## config.mk

```make
export PLATFORM = sky130hd
export DESIGN_NAME = refresh_sched
export DESIGN_NICKNAME = d
export VERILOG_FILES = /design/src/rtl/refresh_pkg.sv /design/src/rtl/refresh_interval.sv /design/src/rtl/refresh_backlog.sv /design/src/rtl/refresh_seq.sv /design/src/rtl/refresh_sched.sv
export SDC_FILE = /design/constraint.sdc
export NUM_CORES = 1
export LEC_CHECK = 0
export BUFFER_PORTS_ARGS = -buffer_cell sky130_fd_sc_hd__clkbuf_2
export CAP_MARGIN = 20
export CORE_MARGIN = 2
export CORE_UTILIZATION = 55
export DETAILED_ROUTE_END_ITERATION = 8
export PLACE_DENSITY_LB_ADDON = 0.12
export SLEW_MARGIN = 10
export SYNTH_ARGS = -nofsm -noshare
export SYNTH_HDL_FRONTEND = slang
export SYNTH_SLANG_ARGS = --single-unit
```

## constraint.sdc

```tcl
create_clock -name clk -period 3.62 [get_ports clk]
set_input_delay 0.362 -clock clk [delete_from_list [all_inputs] [get_ports clk]]
set_output_delay 0.362 -clock clk [all_outputs]
set_load 0.03 [all_outputs]
```

## src/rtl/refresh_pkg.sv

```systemverilog
package refresh_pkg;

    typedef enum logic [2:0] {
        ST_IDLE,
        ST_PRE,
        ST_REF,
        ST_SRE,
        ST_SELF,
        ST_SRX
    } seq_state_e;

    typedef enum logic [1:0] {
        GOAL_REF,
        GOAL_SR,
        GOAL_EXIT
    } goal_e;

endpackage

```

## src/rtl/refresh_interval.sv

```systemverilog
module refresh_interval #(
    parameter int RATE_W = 16
) (
    input  logic              clk,
    input  logic              rst_n,
    input  logic [RATE_W-1:0] rate_i,
    output logic              tick_o
);

    typedef struct packed {
        logic              armed;
        logic [RATE_W-1:0] cnt;
    } tmr_t;

    tmr_t tmr_d, tmr_q;
    logic tick_d;

    always_comb begin
        tmr_d  = tmr_q;
        tick_d = 1'b0;
        if (rate_i == '0) begin
            tmr_d.armed = 1'b0;
            tmr_d.cnt   = '0;
        end else if (!tmr_q.armed) begin
            tmr_d.armed = 1'b1;
            tmr_d.cnt   = rate_i;
        end else if (tmr_q.cnt == '0) begin
            tick_d    = 1'b1;
            tmr_d.cnt = rate_i;
        end else begin
            tmr_d.cnt = tmr_q.cnt - 1'b1;
        end
    end

    always_ff @(posedge clk) begin
        if (!rst_n) tmr_q <= '0;
        else        tmr_q <= tmr_d;
    end

    assign tick_o = tick_d;

endmodule

```

## src/rtl/refresh_backlog.sv

```systemverilog
module refresh_backlog #(
    parameter int BACKLOG_MAX = 8,
    localparam int CNT_W = $clog2(BACKLOG_MAX + 1)
) (
    input  logic             clk,
    input  logic             rst_n,
    input  logic             inc_i,
    input  logic             dec_i,
    input  logic             clr_i,
    output logic [CNT_W-1:0] count_o
);

    localparam logic [CNT_W-1:0] FULL_VAL = CNT_W'(BACKLOG_MAX);

    logic [CNT_W-1:0] count_d, count_q;
    logic             full_w, empty_w, inc_eff, dec_eff;

    always_comb begin
        full_w  = (count_q == FULL_VAL);
        empty_w = (count_q == '0);
        dec_eff = dec_i && !empty_w;
        inc_eff = inc_i && (!full_w || dec_eff);
        count_d = count_q;
        if (clr_i) begin
            count_d = '0;
        end else begin
            case ({inc_eff, dec_eff})
                2'b10:   count_d = count_q + 1'b1;
                2'b01:   count_d = count_q - 1'b1;
                default: count_d = count_q;
            endcase
        end
    end

    always_ff @(posedge clk) begin
        if (!rst_n) count_q <= '0;
        else        count_q <= count_d;
    end

    assign count_o = count_q;

endmodule

```

## src/rtl/refresh_seq.sv

```systemverilog
module refresh_seq
    import refresh_pkg::*;
#(
    parameter int BACKLOG_MAX = 8,
    localparam int CNT_W = $clog2(BACKLOG_MAX + 1)
) (
    input  logic             clk,
    input  logic             rst_n,
    input  logic             sr_req_i,
    input  logic             idle_i,
    input  logic             rate_zero_i,
    input  logic [CNT_W-1:0] owed_i,
    input  logic             pre_gnt_i,
    input  logic             ref_gnt_i,
    input  logic             sre_gnt_i,
    input  logic             srx_gnt_i,
    output logic             pre_req_o,
    output logic             ref_req_o,
    output logic             sre_req_o,
    output logic             srx_req_o,
    output logic             in_sr_o,
    output logic             dec_o,
    output logic             clr_o
);

    localparam logic [CNT_W-1:0] FULL_VAL = CNT_W'(BACKLOG_MAX);

    typedef struct packed {
        seq_state_e st;
        goal_e      goal;
    } seq_t;

    seq_t seq_d, seq_q;
    logic owed_full, owed_any;

    always_comb begin
        seq_d     = seq_q;
        dec_o     = 1'b0;
        clr_o     = 1'b0;
        owed_full = (owed_i == FULL_VAL);
        owed_any  = (owed_i != '0);
        case (seq_q.st)
            ST_IDLE: begin
                if (sr_req_i) begin
                    seq_d.st   = ST_PRE;
                    seq_d.goal = GOAL_SR;
                end else if (!rate_zero_i && (owed_full || (owed_any && idle_i))) begin
                    seq_d.st   = ST_PRE;
                    seq_d.goal = GOAL_REF;
                end
            end
            ST_PRE: begin
                if (pre_gnt_i) seq_d.st = (seq_q.goal == GOAL_SR) ? ST_SRE : ST_REF;
            end
            ST_REF: begin
                if (ref_gnt_i) begin
                    seq_d.st   = ST_IDLE;
                    seq_d.goal = GOAL_REF;
                    if (seq_q.goal == GOAL_EXIT) clr_o = 1'b1;
                    else                         dec_o = 1'b1;
                end
            end
            ST_SRE: begin
                if (sre_gnt_i) seq_d.st = ST_SELF;
            end
            ST_SELF: begin
                if (!sr_req_i) seq_d.st = ST_SRX;
            end
            ST_SRX: begin
                if (srx_gnt_i) begin
                    seq_d.st   = ST_PRE;
                    seq_d.goal = GOAL_EXIT;
                end
            end
            default: begin
                seq_d.st   = ST_IDLE;
                seq_d.goal = GOAL_REF;
            end
        endcase
    end

    always_ff @(posedge clk) begin
        if (!rst_n) begin
            seq_q.st   <= ST_IDLE;
            seq_q.goal <= GOAL_REF;
        end else begin
            seq_q <= seq_d;
        end
    end

    assign pre_req_o = (seq_q.st == ST_PRE);
    assign ref_req_o = (seq_q.st == ST_REF);
    assign sre_req_o = (seq_q.st == ST_SRE);
    assign srx_req_o = (seq_q.st == ST_SRX);
    assign in_sr_o   = (seq_q.st == ST_SELF);

endmodule

```

## src/rtl/refresh_sched.sv

```systemverilog
module refresh_sched #(
    parameter int RATE_W      = 16,
    parameter int BACKLOG_MAX = 8
) (
    input  logic              clk,
    input  logic              rst_n,
    input  logic [RATE_W-1:0] rate_i,
    input  logic              idle_i,
    input  logic              sr_req_i,
    input  logic              pre_gnt_i,
    input  logic              ref_gnt_i,
    input  logic              sre_gnt_i,
    input  logic              srx_gnt_i,
    output logic              pre_req_o,
    output logic              ref_req_o,
    output logic              sre_req_o,
    output logic              srx_req_o,
    output logic              in_sr_o
);

    localparam int CNT_W = $clog2(BACKLOG_MAX + 1);

    logic             tick_w;
    logic             dec_w;
    logic             clr_w;
    logic             rate_zero_w;
    logic [CNT_W-1:0] owed_cnt;

    assign rate_zero_w = (rate_i == '0);

    refresh_interval #(
        .RATE_W (RATE_W)
    ) u_interval (
        .clk    (clk),
        .rst_n  (rst_n),
        .rate_i (rate_i),
        .tick_o (tick_w)
    );

    refresh_backlog #(
        .BACKLOG_MAX (BACKLOG_MAX)
    ) u_backlog (
        .clk     (clk),
        .rst_n   (rst_n),
        .inc_i   (tick_w),
        .dec_i   (dec_w),
        .clr_i   (clr_w),
        .count_o (owed_cnt)
    );

    refresh_seq #(
        .BACKLOG_MAX (BACKLOG_MAX)
    ) u_seq (
        .clk         (clk),
        .rst_n       (rst_n),
        .sr_req_i    (sr_req_i),
        .idle_i      (idle_i),
        .rate_zero_i (rate_zero_w),
        .owed_i      (owed_cnt),
        .pre_gnt_i   (pre_gnt_i),
        .ref_gnt_i   (ref_gnt_i),
        .sre_gnt_i   (sre_gnt_i),
        .srx_gnt_i   (srx_gnt_i),
        .pre_req_o   (pre_req_o),
        .ref_req_o   (ref_req_o),
        .sre_req_o   (sre_req_o),
        .srx_req_o   (srx_req_o),
        .in_sr_o     (in_sr_o),
        .dec_o       (dec_w),
        .clr_o       (clr_w)
    );

endmodule

```

After elaboration in Yosys (flattened, before gate mapping). Cells that the tools add are included.

Output and inout port bits: 5. Memory bits (read-only): 0. Bits of input ports: 24. Latch bits: 0. Word-level logic and storage cells: 69. Register bits: 26. Bits in writable memories: 0. Memories: 0.

Bitwise logic cells: 2. Reductions and logical operators: 20. Equality and inequality tests: 16. Multiply operators: 0. Divide/modulo/power cells: 0. Shift operators: 0. Muxes and demuxes: 23. Magnitude comparators: 0. $add $sub $neg: 3.

Operators by type and width (number): $logic_not 16->1 (2); $mux 16 (2); $mux 5 (4); $pmux 3 s6 (1); $mux 17 (1); $sub 16x1->16 const B (1); $mux 1 (10); $ne 2x2->1 const B (5); $mux 3 (3); $pmux 2 s4 (1); $pmux 4 s2 (1); $eq 3x2->1 const B (2); $eq 3x3->1 const B (2); $reduce_and 6->1 (1); $add 4x1->4 const B (1); $eq 2x1->1 const B (2); $eq 2x2->1 const B (2); $eq 4x4->1 const B (1); $logic_and 1x1->1 (4); $logic_not 4->1 (1); $reduce_and 4->1 (1); $reduce_bool 4->1 (1); $reduce_or 2->1 (2); $sub 4x1->4 const B (1); 8 further kinds (12).

Depth between registers and ports, before layout.
Word-level depth: 9. Depth in mapped cells: 12. Gate-level depth less buffers: 12.

Cells and area by module. From an unflattened synthesis, not the netlist that was laid out.

Cells, all modules: 206. Area, all modules: 1834.3 µm².

Modules (own cells, without submodules): refresh_interval (seq. area each 340.3 µm², times used 1, cells each 109, area each 1019.7 µm²); refresh_seq (seq. area each 100.1 µm², times used 1, cells each 55, area each 444.2 µm²); refresh_backlog (seq. area each 80.1 µm², times used 1, cells each 37, area each 336.6 µm²); refresh_sched (seq. area each 0.0 µm², times used 1, cells each 5, area each 33.8 µm²).

Worst setup path after synthesis. No wires, ideal clock.

Path type: flip-flop to flip-flop. From: register u_seq.seq_q[4] (netlist name). To: register u_backlog.count_q[3] (netlist: u_backlog.count_o[3]). Data arrival time: 3134 ps. Library setup time: 120 ps. Stages on the path, launching flop included: 13. Data required time: 3500 ps. Path buffers: 1. Setup slack: 366 ps. Clock period less this slack: 3254 ps. Path through: dfxtp_1 nor3b_1 and3_1 clkbuf_1 o21a_1 nand2_1 inv_1 ha_1 a21o_1 a21oi_1 nand2_1 o221a_2 o31a_1.

Word-level cells in the longest chain between the ends: 7. Elaborated cells on any way between the ends: 11. Classes of those cells: eq/ne: 3; mux: 3; reduce/logical: 5.

Ends and longest elaborated chain: start: declaration (line refresh_seq.sv:33) `seq_t seq_d, seq_q;`; start signal: assignment (line refresh_seq.sv:87) `seq_q <= seq_d;`; $eq 3x2->1 (*); net ref_req_o (line refresh_sched.sv:15) `output logic ref_req_o,`; $mux 1 (line refresh_seq.sv:42) `case (seq_q.st)`; $logic_and 1x1->1 (line refresh_backlog.sv:21) `dec_eff = dec_i && !empty_w;`; $logic_or 1x1->1 (line refresh_backlog.sv:22) `inc_eff = inc_i && (!full_w || dec_eff);`; $logic_and 1x1->1 (line refresh_backlog.sv:22); $eq 2x1->1 / $eq 2x2->1 (equally long branches) (line refresh_backlog.sv:27) `case ({inc_eff, dec_eff})`; $pmux 4 s2 / $reduce_bool 2->1 (equally long branches); end signal: assignment (line refresh_backlog.sv:37) `else count_q <= count_d;`; end: declaration (line refresh_backlog.sv:15) `logic [CNT_W-1:0] count_d, count_q;`.

Mark *: on every way through the listed nets, which the timed path passes. The rest lies on a longest branch. A chain may end at the register's enable or synchronous reset.

Worst setup path after layout.
From: register u_seq.seq_q[3] (netlist name). To: register u_backlog.count_q[3] (netlist: u_backlog.count_o[3]).

Word-level cells in the longest chain between the ends: 7. Elaborated cells on any way between the ends: 11. Classes of those cells: eq/ne: 3; mux: 3; reduce/logical: 5.

Ends and longest elaborated chain (line): $eq 3x2->1 (*) (refresh_seq.sv:42); $mux 1 (refresh_seq.sv:42); $logic_and 1x1->1 (refresh_backlog.sv:21); $logic_or 1x1->1 (refresh_backlog.sv:22); $logic_and 1x1->1 (refresh_backlog.sv:22); $eq 2x1->1 / $eq 2x2->1 (equally long branches) (refresh_backlog.sv:27); $pmux 4 s2 / $reduce_bool 2->1 (equally long branches).

Every way passes the cells marked *; elsewhere a longest branch is shown, timed or not.

==> results.yml <==
setup_path:
  cp_slowest_cell: "dfxtp_1"
  cp.required_ns: 3.86
  cp-start-kind: "register"
  arrival_ns: 3.36
  path_class: "reg -> reg"
  endpoint_kind: "register"
  crit_top_cell: "nand2_1"
  slowest_delay_ns: 0.57
  cp_cell_sequence: "nor3b_1, and3_1, o21a_1, nand2_1, inv_1, ha_1, a21o_1, a21oi_1, nand2_1, o221a_2, o31a_1"
  cp_max_fo: 12
drt:
  ant_nets: 0
  avgRoutedWirePerCell_um: 14.6
  drtIter0Drc: 102
  dr_total_vias: 1534
  first_pass_iters: 6
  wirelength_mm: 3.66
  vias_per_cell: 6.11
  drcViolationCount: 1
yosys:
  ys_ff_latch: 26
  syn_area_per_cell_sq_um: 8.31
  yosys.cell_types.count: 45
  async_reset_ff_share_pct: 0
  post-synth-top-count-cell: "dfxtp_1"
  synth_area_sq_um: 1650
  ys_warn_count: 0
  synth_top_area_share_pct: 31.5
  yosysSeqAreaShare_pct: 31.5
  ys_top_cells_by_area: "dfxtp_1, mux2i_1, a211oi_1"
  synth_top_area_cell: "dfxtp_1"
  syn_inst: 199
  synth_ff_type: "dfxtp_1"
  syn-num-nets: 228
  synth_common_cells: "dfxtp_1, nor2_1, nand2_1, a211oi_1, xnor2_1"
  synth-edff-count: 0
cts:
  cts_setup_buffers: 0
  ctsHoldBuffers: 0
  clock_path_buffers: 2
  cts_tree: "built"
  clock_sinks: 26
  cts_resized: 0
  cts_made_buffers: 3
  clk_pin_slew_ns: 0.14
  cts_root_buf: "clkbuf_4"
  clock_latency_ns: 0.33
  htreeDepth: 1
die:
  die_area_sq_um: 3460
  initial_utilization_pct: 59.0
  die_height_um: 58.8
  core-area_sq_um: 2810
  pin_count: 29
  rows: 19
  die_w_um: 58.8
timing:
  rsz0062_at_grt: "false"
  hold_viol: 0
  post-route-period-util_pct: 86.2
  timing.setup.tns_ns: 0
  drv_slew: 0
  min_period_ns: 3.12
  tightest_slew_ns: 0.624
  max_freq_ghz: 0.321
  maxSlewHeadroom_pct: 58.3
  finalSetupViolations: 0
  skew_ns: 0.00608
power:
  power.leakage_nw: 0.742
  swShare_pct: 37.0
  vdd_drop_max_uv: 303
  p_comb_share_pct: 32.6
  p_clk_share_pct: 17.7
  seqPwrFrac_pct: 49.8
  power_density_nw_per_um2: 400
  switchingPower_uw: 271
  p_int_uw: 461
placement:
  gp_congestion: 0.864
  portBuffers: 28
  place_area_sq_um: 1790
  dp_hpwl_mm: 2.81
cells_and_area:
  drive_gt1_share_pct: 18.6
  final_nets: 251
  n_antenna_cell: 0
  area_growth_pct: 10.7
  stdcell_area_sq_um: 1830
flow_run:
  cap_violations: 0
global_routing:
  antenna_found_initial: 0
  grt_pass1_wl_mm: 6.58
  grt.total_usage_pct: 24.5
  grt_pass1_vias: 1456
  grt.overflow.total: 0
  grt_max_degree: 32
hold_path:
  min_path_type: "in -> reg"
status:
  status: "complete, but fails checks"
  violations: "design-rule violations"
## worst paths after layout
kind	from	cells past startpoint	slack (ns)	to
max	u_seq.seq_q[3]	11	0.50	u_backlog.count_o[3]
min	rate_i[0]	3	0.30	u_interval.tmr_q[0]
max reg2reg	u_seq.seq_q[3]	11	0.50	u_backlog.count_o[3]
min reg2reg	u_backlog.count_o[1]	2	0.51	u_backlog.count_o[1]
## routing by layer
metal,part of all wire (%),vias to the layer above,track usage (%)
met5,0,-,0
met4,1.3,0,9.74
met3,4.8,5,2.42
met2,48,45,40.2
met1,46,710,32.9
li1,-,774,-
## final cells by class
cell class	count	area, sq um
clock buffers	3	22.5
well taps	31	38.8
flip-flops and latches	26	520
inverters	9	33.8
fillers	257	975
multi-input cells	153	1060
repair buffers	29	155
## power by group through the flow
stage          sequential, mW  combinational [mW]  clock [mW]
2_1_floorplan           0.345               0.203           0
3_3_place_gp            0.369               0.229           0
3_5_place_dp            0.370               0.235           0
4_1_cts                 0.363               0.236       0.127
5_1_grt                 0.373               0.267       0.140
6_report                0.364               0.238       0.130
## logic make-up (layout without fill, tap and decap cells)
family	count (synthesis)	count (layout)	synth area share, %
xor+xnor	14	14	7.41
simple gates	89	89	30.2
compound gates	34	34	15.4
buf+inv	20	41	4.61
mux	11	11	6.66
fa+ha+maj	5	5	4.24
flops	26	26	31.5
## worst max-delay path, delay by kind of cell (launching register included)
kind / cells / cell delay, ns
and+or+nand+nor: 4 / 0.98
AOI/OAI and AO/OA: 5 / 1.14
adders and majority gates: 1 / 0.24
buffers and inverters: 1 / 0.10
DFF: 1 / 0.57
## flip-flops by register name, indices dropped and copies added, names as in the netlist
name,count
u_interval.tmr_q,17
u_seq.seq_q,5
u_backlog.count_o,4
## cell usage in the layout, fill, tap and decap left out, types with 2 or more instances in the layout
cell type | synthesis | layout
clkbuf_2 | 0 | 28
dfxtp_1 | 26 | 26
nor2_1 | 25 | 24
nand2_1 | 15 | 15
a211oi_1 | 14 | 14
xnor2_1 | 12 | 12
nor4_1 | 11 | 11
mux2i_1 | 11 | 11
inv_1 | 9 | 9
nor2b_1 | 4 | 4
or3_1 | 4 | 4
or4_1 | 4 | 4
ha_1 | 4 | 4
nand2b_1 | 3 | 3
and3_1 | 3 | 3
nor3_1 | 3 | 3
o21ai_0 | 3 | 3
a21oi_1 | 3 | 3
clkbuf_4 | 0 | 3
and2_1 | 2 | 2
nand4_1 | 2 | 2
xor2_1 | 2 | 2
nand3b_1 | 2 | 2
a22oi_1 | 2 | 2
a311oi_1 | 2 | 2
a41oi_1 | 2 | 2
nand4b_1 | 2 | 2
## metrics by stage
| step | total power [mW] | hold WS (ns) | setup WS (ns) | cells | util [%] |
|---|---|---|---|---|---|
| 5_1_grt | 0.780 | 0.310 | 0.217 | 251 | 65.3 |
| 3_5_place_dp | 0.604 | 0.496 | 0.599 | 247 | 63.9 |
| 3_3_place_gp | 0.598 | 0.473 | 0.771 | 247 | 63.9 |
| 6_report | 0.732 | 0.297 | 0.501 | 251 | 65.3 |
| 4_1_cts | 0.727 | 0.300 | 0.566 | 250 | 64.7 |
| 2_1_floorplan | 0.548 | 0.450 | 0.366 | 199 | - |
Note: power is estimated with default switching activity, not from simulation.
